==> config.mk <==
export PLATFORM = sky130hd
export DESIGN_NAME = sio_status_reg
export DESIGN_NICKNAME = d
export VERILOG_FILES = /design/src/rtl/sio_status_pkg.sv /design/src/rtl/sio_flag_cell.sv /design/src/rtl/sio_aux_bits.sv /design/src/rtl/sio_status_reg.sv
export SDC_FILE = /design/constraint.sdc
export NUM_CORES = 1
export LEC_CHECK = 0
export BUFFER_PORTS_ARGS = -buffer_cell sky130_fd_sc_hd__buf_2
export CAP_MARGIN = 20
export CORE_AREA = 2 2 39 41
export CTS_CLUSTER_DIAMETER = 100
export DETAILED_ROUTE_END_ITERATION = 6
export DIE_AREA = 0 0 41 43
export GPL_ROUTABILITY_DRIVEN = 0
export PLACE_DENSITY = 0.87
export SLEW_MARGIN = 30
export SYNTH_ARGS = -nofsm -noshare
export SYNTH_HDL_FRONTEND = slang
export SYNTH_HIERARCHICAL = 1
export SYNTH_SLANG_ARGS = --single-unit
==> constraint.sdc <==
create_clock -name clk -period 2.3 [get_ports clk]
set_input_delay 0 -clock clk [delete_from_list [all_inputs] [get_ports clk]]
set_output_delay 0 -clock clk [all_outputs]
set_load 0.01 [all_outputs]
==> src/rtl/sio_status_pkg.sv <==
package sio_status_pkg;
    localparam int STAT_W  = 8;
    localparam int EVT_N   = 5;
    localparam int EVT_LSB = STAT_W - EVT_N;

    // Event flag indices within the evt field (index i sits at bit i+EVT_LSB)
    localparam int EV_PAR  = 0;
    localparam int EV_FRM  = 1;
    localparam int EV_OVR  = 2;
    localparam int EV_RXF  = 3;
    localparam int EV_TXE  = 4;

    typedef struct packed {
        logic [EVT_N-1:0] evt;
        logic             tend;
        logic             mpb;
        logic             mpbt;
    } stat_t;

    localparam logic [STAT_W-1:0] STAT_RST = 8'h84;

    function automatic logic evt_rst_bit(input int idx);
        return STAT_RST[idx + EVT_LSB];
    endfunction
endpackage

==> src/rtl/sio_flag_cell.sv <==
module sio_flag_cell #(
    parameter logic RST_VAL = 1'b0
) (
    input  logic clk,
    input  logic rst,
    input  logic standby,
    input  logic set_i,
    input  logic rd_en,
    input  logic wr_en,
    input  logic wr_bit,
    output logic flag_o
);
    logic flag_q, armed_q;
    logic clr_req;

    assign clr_req = wr_en && !wr_bit && armed_q;

    always_ff @(posedge clk) begin
        if (rst || standby) begin
            flag_q  <= RST_VAL;
            armed_q <= 1'b0;
        end else begin
            if (set_i)        flag_q <= 1'b1;
            else if (clr_req) flag_q <= 1'b0;

            if (clr_req)                armed_q <= 1'b0;
            else if (rd_en && flag_q)   armed_q <= 1'b1;
        end
    end

    assign flag_o = flag_q;

    // flag only rises through a set pulse
    a_r3_no_rise_without_set: assert property (@(posedge clk) disable iff (rst || standby)
        (!flag_q && !set_i) |=> !flag_q);
    // set pulse always leaves the flag at 1
    a_r7_set_wins: assert property (@(posedge clk) disable iff (rst || standby)
        set_i |=> flag_q);
    // unarmed flag holds
    a_r5_hold_unarmed: assert property (@(posedge clk) disable iff (rst || standby)
        (flag_q && !armed_q && !set_i) |=> flag_q);
    // eligible write of zero clears
    a_r6_clear: assert property (@(posedge clk) disable iff (rst || standby)
        (wr_en && !wr_bit && armed_q && !set_i) |=> !flag_q);
endmodule

==> src/rtl/sio_aux_bits.sv <==
module sio_aux_bits (
    input  logic clk,
    input  logic rst,
    input  logic standby,
    input  logic tx_idle_i,
    input  logic rx_store_i,
    input  logic rx_mpb_i,
    input  logic wr_en,
    input  logic wr_mpbt,
    output logic tend_o,
    output logic mpb_o,
    output logic mpbt_o
);
    import sio_status_pkg::*;
    localparam stat_t RST_S = stat_t'(STAT_RST);

    logic tend_q, mpb_q, mpbt_q;

    always_ff @(posedge clk) begin
        if (rst || standby) begin
            tend_q <= RST_S.tend;
            mpb_q  <= RST_S.mpb;
            mpbt_q <= RST_S.mpbt;
        end else begin
            tend_q <= tx_idle_i;
            if (rx_store_i) mpb_q  <= rx_mpb_i;
            if (wr_en)      mpbt_q <= wr_mpbt;
        end
    end

    assign tend_o = tend_q;
    assign mpb_o  = mpb_q;
    assign mpbt_o = mpbt_q;

    // transmit-end tracks the idle level one edge later
    a_r8_tend_follows: assert property (@(posedge clk) disable iff (rst || standby)
        1'b1 |=> (tend_o == $past(tx_idle_i)));
    // received multiprocessor bit captured on store
    a_r9_mpb_capture: assert property (@(posedge clk) disable iff (rst || standby)
        rx_store_i |=> (mpb_o == $past(rx_mpb_i)));
    // without a store the received bit is stable
    a_r9_mpb_hold: assert property (@(posedge clk) disable iff (rst || standby)
        !rx_store_i |=> $stable(mpb_o));
endmodule

==> src/rtl/sio_status_reg.sv <==
module sio_status_reg
    import sio_status_pkg::*;
(
    input  logic              clk,
    input  logic              rst,
    input  logic              standby,
    input  logic              set_tx_empty_i,
    input  logic              set_rx_full_i,
    input  logic              set_overrun_i,
    input  logic              set_framing_i,
    input  logic              set_parity_i,
    input  logic              tx_idle_i,
    input  logic              rx_mpb_i,
    input  logic              rd_en,
    input  logic              wr_en,
    input  logic [STAT_W-1:0] wr_data,
    output logic [STAT_W-1:0] rd_data,
    output logic              mpbt_o
);
    stat_t            stat;
    logic [EVT_N-1:0] set_vec;

    always_comb begin
        set_vec         = '0;
        set_vec[EV_TXE] = set_tx_empty_i;
        set_vec[EV_RXF] = set_rx_full_i;
        set_vec[EV_OVR] = set_overrun_i;
        set_vec[EV_FRM] = set_framing_i;
        set_vec[EV_PAR] = set_parity_i;
    end

    for (genvar i = 0; i < EVT_N; i++) begin : g_evt
        sio_flag_cell #(.RST_VAL(evt_rst_bit(i))) u_cell (
            .clk    (clk),
            .rst    (rst),
            .standby(standby),
            .set_i  (set_vec[i]),
            .rd_en  (rd_en),
            .wr_en  (wr_en),
            .wr_bit (wr_data[i + EVT_LSB]),
            .flag_o (stat.evt[i])
        );
    end

    sio_aux_bits u_aux (
        .clk       (clk),
        .rst       (rst),
        .standby   (standby),
        .tx_idle_i (tx_idle_i),
        .rx_store_i(set_rx_full_i),
        .rx_mpb_i  (rx_mpb_i),
        .wr_en     (wr_en),
        .wr_mpbt   (wr_data[0]),
        .tend_o    (stat.tend),
        .mpb_o     (stat.mpb),
        .mpbt_o    (stat.mpbt)
    );

    assign rd_data = stat;
    assign mpbt_o  = stat.mpbt;

    // reset or standby reloads the reset value
    a_r2_reset_value: assert property (@(posedge clk)
        (rst || standby) |=> (rd_data == STAT_RST));
    // transmit multiprocessor bit follows each write
    a_r10_mpbt_write: assert property (@(posedge clk) disable iff (rst || standby)
        wr_en |=> (mpbt_o == $past(wr_data[0])));
endmodule

* Word level (Yosys, flattened, before mapping)
Index checks and enable logic that the tools add are counted.
** Word-level totals
- Memories kept :: 0
- Register bits :: 13
- Bits in writable memories :: 0
- Output and inout bits :: 9
- Bits in latches :: 0
- ROM bits :: 0
** Operators by class
- $lt $le $gt $ge :: 0
- Mux-type cells :: 8
- Equal/unequal tests :: 0
- Bitwise logic cells :: 0
- Multiply operators :: 0
- Shift operators :: 0
- Add/sub/neg operators :: 0
- Divide/modulo/power cells :: 0
- Reductions and logical operators :: 31
** Operators by type and width (number)
- logical AND 1 bit :: 15
- OR reduction 2 bit :: 6
- 2-to-1 mux 1 bit :: 8
- nonzero test 2 bit :: 4
- logical NOT 1 bit :: 5
- logical OR 1 bit :: 1

* Depth between registers and ports, before layout
Gate-level depths: netlist of run 1.
- Depth in word-level cells :: 5
- Mapped depth :: 3
- Mapped depth without buffers :: 3

* By module
The synthesis of run 1 kept the hierarchy.
** Modules (own cells, without submodules)
- sio_flag_cell (g_evt[0].u_cell ...) :: cells an instance 9, sequential area each 40.0 µm², area each 98.8 µm², instances 4
- sio_aux_bits :: cells an instance 8, sequential area each 60.1 µm², area each 96.3 µm², instances 1
- sio_flag_cell (g_evt[4].u_cell) :: cells an instance 8, sequential area each 40.0 µm², area each 82.6 µm², instances 1
- sio_status_reg :: cells an instance 1, sequential area each 0.0 µm², area each 7.5 µm², instances 1

* Worst setup path before layout of run 1
No wires, ideal clock.
- Path type :: register -> register
- From :: reg g_evt[4].u_cell.armed_q
- To :: reg g_evt[4].u_cell.flag_q
- Setup time :: 0.125 ns
- Path slack :: 1.413 ns
- Clock period less this slack :: 0.887 ns
- Cell stages (with the launch flop) :: 3
- Data arrival time :: 0.763 ns
- Cells stage by stage :: dfxtp_1 nand3b_1 a2111o_1
** On the way
- Word-level cells in the longest chain between the ends :: 1
** Ends and longest elaborated chain
- start: declaration :: line sio_flag_cell.sv:13 : logic flag_q, armed_q;
- start signal: assignment :: line sio_flag_cell.sv:21 : armed_q <= 1'b0;
- start signal: assignment :: line sio_flag_cell.sv:26 : if (clr_req) armed_q <= 1'b0;
- start signal: assignment :: line sio_flag_cell.sv:27 : else if (rd_en && flag_q) armed_q <= 1'b1;
- logical AND 1 bit :: line sio_flag_cell.sv:16 : assign clr_req = wr_en && !wr_bit && armed_q;
- end signal: assignment :: line sio_flag_cell.sv:20 : flag_q <= RST_VAL;
- end signal: assignment :: line sio_flag_cell.sv:23 : if (set_i) flag_q <= 1'b1;
- end signal: assignment :: line sio_flag_cell.sv:24 : else if (clr_req) flag_q <= 1'b0;
- end: declaration :: line sio_flag_cell.sv:13
Every way passes these cells.
A chain may end at the register's enable or synchronous reset.

* Final worst setup path of run 1
Ends and elaborated chain as after synthesis.

==> results.sh, run 1 <==
export IMPL_die_h_um=43
export IMPL_io_pins=29
export IMPL_drt_iter0_markers=2
export IMPL_dp_cells=94
export IMPL_pwr_share_clk_pct=32.3
export IMPL_period_needed_ps=948
export IMPL_setup_viol=0
export IMPL_vias_per_cell=5.11
export IMPL_status="finished, final reports clean"
export IMPL_cts_tree="yes"
export IMPL_critPathBufInv=0
export IMPL_start_util_pct=42.0
export IMPL_antenna_cells=0
export IMPL_htree_levels=1
export IMPL_fin_cells=102
export IMPL_synthCells=53
export IMPL_grt_overflow=0
export IMPL_cpMaxStageDelayCell="a2111o_1"
export IMPL_area_delta_synth_final_pct=35.9
export IMPL_vias=521
export IMPL_path_clk_slew_ps=80
export IMPL_ys_ff_latch=13
export IMPL_grt_pass1_vias=406
export IMPL_nNetsFinal=107
export IMPL_chipWidth_um=41
export IMPL_yosysTopAreaCellShare_pct=44.7
export IMPL_p_sw_uw=111
export IMPL_clock_latency_ps=280
export IMPL_dieArea_um2=1760
export IMPL_endpoint_kind="flop"
export IMPL_hold_viol_final=0
export IMPL_drv_slew=0
export IMPL_cp_max_fo=3
export IMPL_syn_nets=73
export IMPL_power_density_nw_per_um2=558
export IMPL_cts_sinks=13
export IMPL_yosys_top_cells_count="13 x dfxtp_1, 6 x nand3b_1, 6 x nor3_1"
export IMPL_drc=0
export IMPL_cp_start_kind="flop"
export IMPL_fin_worst_skew_ps=3.01
export IMPL_synthFlopType="dfxtp_1"
export IMPL_cellLeakagePower_uw=0.000391
export IMPL_drt_pass1_iter_count=4
export IMPL_maxCapViolCount=0
export IMPL_p_int_uw=330
export IMPL_slowest_delay_ps=400
export IMPL_path_class="flop to flop"
export IMPL_syn_area_per_cell_um2=11.0
export IMPL_crit_family="compound AO/OA/AOI/OAI gates"
export IMPL_yosysUniqueCellTypes=14
export IMPL_finalSetupTns_ps=0
export IMPL_wl_per_cell_um=11.4
export IMPL_async_flop_share_pct=0
export IMPL_rsz0062_at_grt="false"
export IMPL_max_freq_ghz=1.05
export IMPL_grt_max_degree=14
export IMPL_numCtsBuffers=3
export IMPL_critical_path_arrival_ps=1110
export IMPL_drtAntennaViolNets=0
export IMPL_hp_class="input port to flop"
export IMPL_cts_buffer_depth=2
export IMPL_row_count=14
export IMPL_synth_area_top_cells="dfxtp_1 45%, nand3b_4 14%, a211oi_2 8.6%, nand3b_1 7.7%, nor3_1 5.2%"
export IMPL_cp_cell_sequence="nand3b_1, a2111o_1"
export IMPL_cts_root_buf="clkbuf_4"
export IMPL_p_comb_share_pct=13.7
export IMPL_synth_top_area_cell="dfxtp_1"
export IMPL_antenna_found_initial=0
export IMPL_yosysMostFrequentCell="dfxtp_1"
export IMPL_cp_required_ps=2470
export IMPL_netSwitchingFraction_pct=25.2
export IMPL_ys_warn_count=6
export IMPL_tightestPinTransition_ps=279
export IMPL_vdd_drop_max_mv=0.249
export IMPL_dp_hpwl_um=850
export IMPL_core_um2=1380
export IMPL_relSlewSlack_pct=81.4
export IMPL_fin_crit_sh_pct=41.2
export IMPL_drt_total_wl_um=1160
export IMPL_post_cts_resized=0
export IMPL_fin_total_pwr_uw=441
export IMPL_drive_gt1_share_pct=43.0
export IMPL_synth_edf_count=0
export IMPL_synthesis_area_um2=582
export IMPL_grt_usage_pct=14.1
export IMPL_seqPwrFrac_pct=54.0
export IMPL_ys_seq_area_share_pct=44.7
export IMPL_grt_pass1_wl_um=1640
export IMPL_port_buffers=26
-- cell usage in the layout, fill, tap and decap left out --
cell           netlist  layout
a2111o_1             1       1
a211oi_1             1       1
a211oi_2             4       4
a21oi_1              4       4
buf_2                0      26
clkbuf_1             0       1
clkbuf_4             0       3
dfxtp_1             13      13
dlygate4sd3_1        0       4
inv_1                5       5
mux2i_1              2       2
nand3b_1             6       6
nand3b_4             4       4
nor3_1               6       6
o21ai_0              1       1
o21ai_1              4       4
or3_1                1       1
-- worst register-to-register path: cells and delay by family, from the launching register on --
kind	cells	cell delay, ps
flops	1	350
simple gates	1	90
compound gates	1	400
-- kinds of logic (layout without fill, tap and decap cells) --
kind of cell	count (synthesis)	after routing	share of synthesized area, %
mux	2	2	3.44
flops	13	13	44.7
compound gates	15	15	19.6
simple gates	17	17	27.7
buf+inv	6	39	4.52
-- routing by layer --
layer  GRT usage [%]  vias up  routed length, µm
li1                -      261                  -
met1            15.1      237                499
met2            21.3       19                553
met3            3.66        4                 83
met4            12.0        0                 25
met5               0        -                  0
-- path summary, 6_finish.rpt --
path	startpoint	to	slack, ps	cells past startpoint
setup reg to reg	g_evt[4].u_cell/armed_q$_SDFFE_PP0P_	g_evt[4].u_cell/flag_o$_SDFFE_PP1P_	1350	2
hold / removal	set_rx_full_i	g_evt[3].u_cell/flag_o$_SDFFE_PP0P_	10	3
hold reg to reg	g_evt[4].u_cell/armed_q$_SDFFE_PP0P_	g_evt[4].u_cell/armed_q$_SDFFE_PP0P_	510	2
setup / recovery	g_evt[4].u_cell/armed_q$_SDFFE_PP0P_	g_evt[4].u_cell/flag_o$_SDFFE_PP1P_	1350	2
-- power by group through the flow --
stage | registers (µW) | clock network [µW] | logic [µW]
2_1_floorplan | 246 | 0 | 18.5
3_3_place_gp | 243 | 0 | 54.6
3_5_place_dp | 244 | 0 | 55.8
4_1_cts | 238 | 146 | 61.1
5_1_grt | 239 | 159 | 66.0
6_report | 238 | 142 | 60.5
-- layout make-up --
cell class	count	area (µm²)
clock buffer	4	26.3
fill	121	593
inverter	5	18.8
multi-input combinational	34	295
sequential	13	260
tap	16	20.0
timing repair buffer	30	170
-- per-stage QoR --
stage          hold slack, ps  setup WS (ps)  utilization, %  area [µm²]
6_report                 12.9           1350            57.1         791
5_1_grt                  23.1           1280            57.1         791
4_1_cts                  12.0           1350            57.1         791
3_5_place_dp              181           1370            52.4         724
3_3_place_gp              179           1390            52.4         724
2_1_floorplan            64.6           1410               -         582
-- what timing repair did --
action	4_1_cts	5_1_grt
buffers inserted	0	0
endpoints found under the hold margin	4	0
hold buffers	4	0
-- sequential cells by signal (all words and copies together), names as in the netlist --
signal                count
g_evt.u_cell/armed_q      5
g_evt.u_cell/flag_o       5
u_aux/mpb_o               1
u_aux/mpbt_o              1
u_aux/tend_o              1
No activity file was read; power rests on OpenSTA's default activity.
==> inputs of run 2 (changes only) <==
CORE_AREA = unset   (was 2 2 39 41)
CORE_UTILIZATION = 42   (was unset)
DIE_AREA = unset   (was 0 0 41 43)
PLACE_DENSITY = 0.84   (was 0.87)
clock period = 0.89 ns   (was 2.3 ns; I/O delays follow)
==> results.sh, run 2 (synthesis results as in run 1) <==
export IMPL_status="complete, but fails checks"
export IMPL_violations="hold timing"
export IMPL_cp_required_ps=1050
export IMPL_fin_total_pwr_uw=1170
export IMPL_max_freq_ghz=1.13
export IMPL_die_h_um=39.2
export IMPL_drt_total_wl_um=1500
export IMPL_post_cts_buffers=0
export IMPL_dp_hpwl_um=968
export IMPL_cts_root_buf="clkbuf_4"
export IMPL_grt_pass1_vias=538
export IMPL_row_count=13
export IMPL_final_common_cell="buf_2"
export IMPL_path_class="input port to flop"
export IMPL_numCtsBuffers=3
export IMPL_antenna_found_initial=0
export IMPL_fill_cells=111
export IMPL_chipWidth_um=39.2
export IMPL_drc=0
export IMPL_vias=553
export IMPL_cellLeakagePower_uw=0.000431
export IMPL_vdd_drop_max_mv=1.07
export IMPL_cp_max_fo=6
export IMPL_clock_latency_ps=270
export IMPL_drv_slew=0
export IMPL_grt_max_degree=8
export IMPL_rsz0062_at_grt="true"
export IMPL_wl_per_cell_um=13.7
export IMPL_nNetsFinal=116
export IMPL_fin_worst_skew_ps=0.841
export IMPL_r2r_end="g_evt[4].u_cell/flag_o$_SDFFE_PP1P_"
export IMPL_rr_worst_depth=2
export IMPL_hp_class="input port to flop"
export IMPL_cp_start_kind="input port"
export IMPL_drt_iter0_markers=1
export IMPL_area_delta_synth_final_pct=49.7
export IMPL_power_density_nw_per_um2=1340
export IMPL_cts_sinks=13
export IMPL_drt_pass1_iter_count=2
export IMPL_final_cell_mix="26 x buf_2, 12 x dfxtp_1, 9 x dlygate4sd3_1"
export IMPL_cts_buffer_depth=2
export IMPL_m1WireLength_um=629
export IMPL_reg2reg_slack_ps=10
export IMPL_endpoint_kind="flop"
export IMPL_grt_pass1_wl_um=2330
export IMPL_grt_overflow=0
export IMPL_holdPathStages=2
export IMPL_wl_met3_um=72
export IMPL_tightestPinTransition_ps=224
export IMPL_critical_path_arrival_ps=1050
export IMPL_holdPathEnd="u_aux/tend_o$_SDFF_PP1_"
export IMPL_vias_per_cell=5.03
export IMPL_drtAntennaViolNets=0
export IMPL_grt_usage_pct=23.7
export IMPL_holdWs_ps=-22.9
export IMPL_io_pins=29
export IMPL_port_buffers=26
export IMPL_start_util_pct=44.7
export IMPL_htree_levels=1
export IMPL_core_um2=1300
export IMPL_setup_viol=0
export IMPL_path_clk_slew_ps=80
export IMPL_min_from="standby"
export IMPL_drive_gt1_share_pct=44.2
export IMPL_period_needed_ps=888
export IMPL_relSlewSlack_pct=85.1
export IMPL_wl_met2_um=800
export IMPL_hold_viol_final=1
export IMPL_fin_crit_sh_pct=99.7
export IMPL_dieArea_um2=1540
export IMPL_r2r_start="g_evt[4].u_cell/armed_q$_SDFFE_PP0P_"
export IMPL_antenna_cells=0
export IMPL_fin_cells=110
export IMPL_dp_cells=97
export IMPL_maxCapViolCount=0
export IMPL_cts_tree="yes"
export IMPL_maxUsedRoutingLayer="met3"
[run 2: cell count changes in the layout (fill, tap and decap cells not counted)]
cell,delta
dfxtp_2,+1
dlygate4sd3_1,+5
dfxtp_1,-1
buf_4,+4
[run 2: how the worst max path moves through the flow]
stage / from / end / slack (ps)
after CTS: g_evt[4].u_cell/armed_q$_SDFFE_PP0P_ / g_evt[4].u_cell/flag_o$_SDFFE_PP1P_ / 10
final: rst / g_evt[4].u_cell/flag_o$_SDFFE_PP1P_ / 2
after detailed placement: g_evt[4].u_cell/armed_q$_SDFFE_PP0P_ / g_evt[4].u_cell/flag_o$_SDFFE_PP1P_ / -30
after floorplan: g_evt[4].u_cell/armed_q$_SDFFE_PP0P_ / g_evt[4].u_cell/flag_o$_SDFFE_PP1P_ / 3
after global placement: g_evt[4].u_cell/armed_q$_SDFFE_PP0P_ / g_evt[4].u_cell/flag_o$_SDFFE_PP1P_ / -7
after global routing: g_evt[4].u_cell/armed_q$_SDFFE_PP0P_ / g_evt[4].u_cell/flag_o$_SDFFE_PP1P_ / -30
[run 2: area by class of cell]
cell class	instances	area, µm²	share of cell area [%]
sequential	13	262	30.0
clock buffer	4	26.3	3.02
inverter	5	18.8	2.16
multi-input combinational	34	295	33.9
tap	15	18.8	2.16
timing repair buffer	39	250	28.7
[run 2: what timing repair did]
item | 4_1_cts | 5_1_grt
hold endpoints to repair | 5 | 2
gates resized for setup | 1 | 0
hold buffers | 8 | 1
endpoints found under the setup margin | 1 | 1
pin swaps | 1 | 0
[run 2: report_power, final]
| part | internal (µW) | switching [µW] |
|---|---|---|
| sequential | 600 | 16.4 |
| clock | 173 | 183 |
| combinational | 105 | 90.0 |
[run 2: metrics by stage]
| stage | setup TNS [ps] | setup WS, ps | cell area (µm²) | util [%] |
|---|---|---|---|---|
| floorplan | 0 | 2.61 | 582 | - |
| global route | -29.6 | -29.6 | 871 | 66.9 |
| finish | 0 | 2.45 | 871 | 66.9 |
| detailed placement | -34.1 | -34.1 | 753 | 57.9 |
| global placement | -7.45 | -7.45 | 753 | 57.9 |
| CTS | 0 | 13.7 | 861 | 66.2 |
[run 2: metal layers]
layer,vias to the layer above,GRT usage [%]
li1,280,-
met1,256,27.6
met2,17,41.7
met3,0,5.20
met4,0,8.62
met5,-,0
[run 2: critical path, cell delays in order]
cell           delay (ps)
buf_2                 130
dlygate4sd3_1         570
a2111o_1              340
==> inputs of run 3 (changes only) <==
ABC_AREA = 1   (was unset)
PLACE_DENSITY = 0.85   (was 0.84)
==> results.sh, run 3 <==
export IMPL_crit_family="flip-flops"
export IMPL_fin_cells=126
export IMPL_nNetsFinal=133
export IMPL_ys_ff_latch=13
export IMPL_fin_worst_skew_ps=4.31
export IMPL_finalSetupTns_ps=0
export IMPL_row_count=12
export IMPL_antenna_cells=0
export IMPL_grt_pass1_wl_um=1820
export IMPL_status="finished, final reports clean"
export IMPL_maxCapViolCount=0
export IMPL_synth_edf_count=0
export IMPL_cts_root_buf="clkbuf_4"
export IMPL_hp_class="input port to flop"
export IMPL_synth_top_area_cell="dfxtp_1"
export IMPL_drc=0
export IMPL_io_pins=29
export IMPL_netSwitchingFraction_pct=24.7
export IMPL_relSlewSlack_pct=82.5
export IMPL_antenna_found_initial=0
export IMPL_critical_path_arrival_ps=770
export IMPL_cts_buffer_depth=2
export IMPL_ys_warn_count=6
export IMPL_syn_nets=96
export IMPL_slowest_delay_ps=360
export IMPL_setup_viol=0
export IMPL_cellLeakagePower_uw=0.000409
export IMPL_drt_iter0_markers=3
export IMPL_cpMaxStageDelayCell="dfxtp_1"
export IMPL_synthCells=76
export IMPL_pwr_share_clk_pct=30.7
export IMPL_area_delta_synth_final_pct=42.2
export IMPL_async_flop_share_pct=0
export IMPL_chipWidth_um=38.5
export IMPL_grt_usage_pct=19.1
export IMPL_cp_start_kind="flop"
export IMPL_htree_levels=1
export IMPL_yosys_top_cells_count="23 x nand2_1, 13 x dfxtp_1, 9 x inv_1, 9 x nand3_1, 7 x nor2_1"
export IMPL_synthesis_area_um2=561
export IMPL_fill_cells=108
export IMPL_period_needed_ps=766
export IMPL_tightestPinTransition_ps=262
export IMPL_path_clk_slew_ps=70
export IMPL_drtAntennaViolNets=0
export IMPL_core_um2=1170
export IMPL_port_buffers=26
export IMPL_die_h_um=38.5
export IMPL_p_comb_share_pct=15.8
export IMPL_rsz0062_at_grt="false"
export IMPL_yosysUniqueCellTypes=10
export IMPL_final_cell_mix="26 x buf_2, 23 x nand2_1, 13 x dfxtp_1"
export IMPL_grt_pass1_vias=476
export IMPL_cts_tree="yes"
export IMPL_wl_per_cell_um=9.07
export IMPL_final_common_cell="buf_2"
export IMPL_drive_gt1_share_pct=33.9
export IMPL_cp_cell_sequence="buf_2"
export IMPL_syn_area_per_cell_um2=7.38
export IMPL_ys_seq_area_share_pct=46.4
export IMPL_synth_area_top_cells="dfxtp_1 46%, nand2_1 15%, nand3_1 8.0%, nor2_4 8.0%, inv_1 6.0%"
export IMPL_cp_required_ps=890
export IMPL_numCtsBuffers=3
export IMPL_power_density_nw_per_um2=1440
export IMPL_critPathBufInv=1
export IMPL_drv_slew=0
export IMPL_hold_viol_final=0
export IMPL_dp_cells=115
export IMPL_drt_pass1_iter_count=4
export IMPL_vdd_drop_max_mv=1.06
export IMPL_max_freq_ghz=1.31
export IMPL_post_cts_buffers=0
export IMPL_endpoint_kind="output pin"
export IMPL_vias=580
export IMPL_place_ws_ps=230
export IMPL_yosysTopAreaCellShare_pct=46.4
export IMPL_yosysMostFrequentCell="nand2_1"
export IMPL_synthFlopType="dfxtp_1"
export IMPL_dp_hpwl_um=848
export IMPL_dieArea_um2=1480
export IMPL_fin_crit_sh_pct=86.0
export IMPL_path_class="flop to output pin"
export IMPL_clock_latency_ps=270
export IMPL_fin_ws_ps=124
export IMPL_cp_max_fo=3
export IMPL_p_int_uw=866
export IMPL_grt_overflow=0
export IMPL_cts_sinks=13
export IMPL_seq_area_um2=260
export IMPL_seqPwrFrac_pct=53.6
export IMPL_vias_per_cell=4.60
export IMPL_start_util_pct=47.9
export IMPL_multiInputGateArea_um2=259
export IMPL_drt_total_wl_um=1140
export IMPL_grt_max_degree=9
export IMPL_p_sw_uw=284
export IMPL_fin_util_pct=68.1
## run 3: worst paths after layout
| path | start | endpoint | slack (ps) | cells after the start |
|---|---|---|---|---|
| worst max-delay path | g_evt[3].u_cell/flag_o$_SDFFE_PP0P_ | rd_data[6] | 120 | 1 |
| worst min-delay path | rx_mpb_i | u_aux/mpb_o$_SDFFE_PP0P_ | 20 | 5 |
| worst max register to register | g_evt[3].u_cell/armed_q$_SDFFE_PP0P_ | g_evt[3].u_cell/flag_o$_SDFFE_PP0P_ | 210 | 3 |
| worst min register to register | g_evt[4].u_cell/flag_o$_SDFFE_PP1P_ | g_evt[4].u_cell/flag_o$_SDFFE_PP1P_ | 470 | 2 |
## run 3: metrics by stage
step | instance area [µm²] | hold slack, ps | power, µW
after global routing | 797 | 29.1 | 1230
after global placement | 701 | 183 | 784
after floorplan | 561 | 91.0 | 703
after CTS | 797 | 18.2 | 1170
final | 797 | 17.2 | 1150
after detailed placement | 701 | 188 | 788
## run 3: tightest hold or removal path, cell delays in order
cell     delay (ps)
buf_2            70
inv_1            30
nand2_1          40
nand2_1          40
nor2_1           70
## run 3: kinds of logic after synthesis
family | share of synthesized area (%)
buffers and inverters | 7.37
DFF | 46.4
and+or+nand+nor | 42.6
AOI/OAI and AO/OA | 3.57
## run 3: layer usage
metal	wire [µm]	global-route usage, %	vias to the layer above
met5	0	0	-
met4	20	10.3	0
met3	85	10.5	5
met2	553	30.0	18
met1	483	20.0	248
li1	-	-	309
## run 3: repair_timing
item                                   in CTS  in global routing
resized for setup                           0                  0
endpoints found under the hold margin       8                  0
hold buffers                                7                  0
## run 3: cell type report
cell class / count / area share (%)
tap: 14 / 2.20
inverter: 9 / 4.24
clock buffer: 4 / 3.30
timing repair buffer: 33 / 25.1
sequential: 13 / 32.7
multi-input combinational: 53 / 32.5
## run 3: power by group through the flow
stage          Clock (µW)  Sequential [µW]  Combinational (µW)
3_5_place_dp            0              630                 158
2_1_floorplan           0              638                65.6
3_3_place_gp            0              629                 154
5_1_grt               404              619                 204
4_1_cts               373              616                 183
6_report              353              616                 181
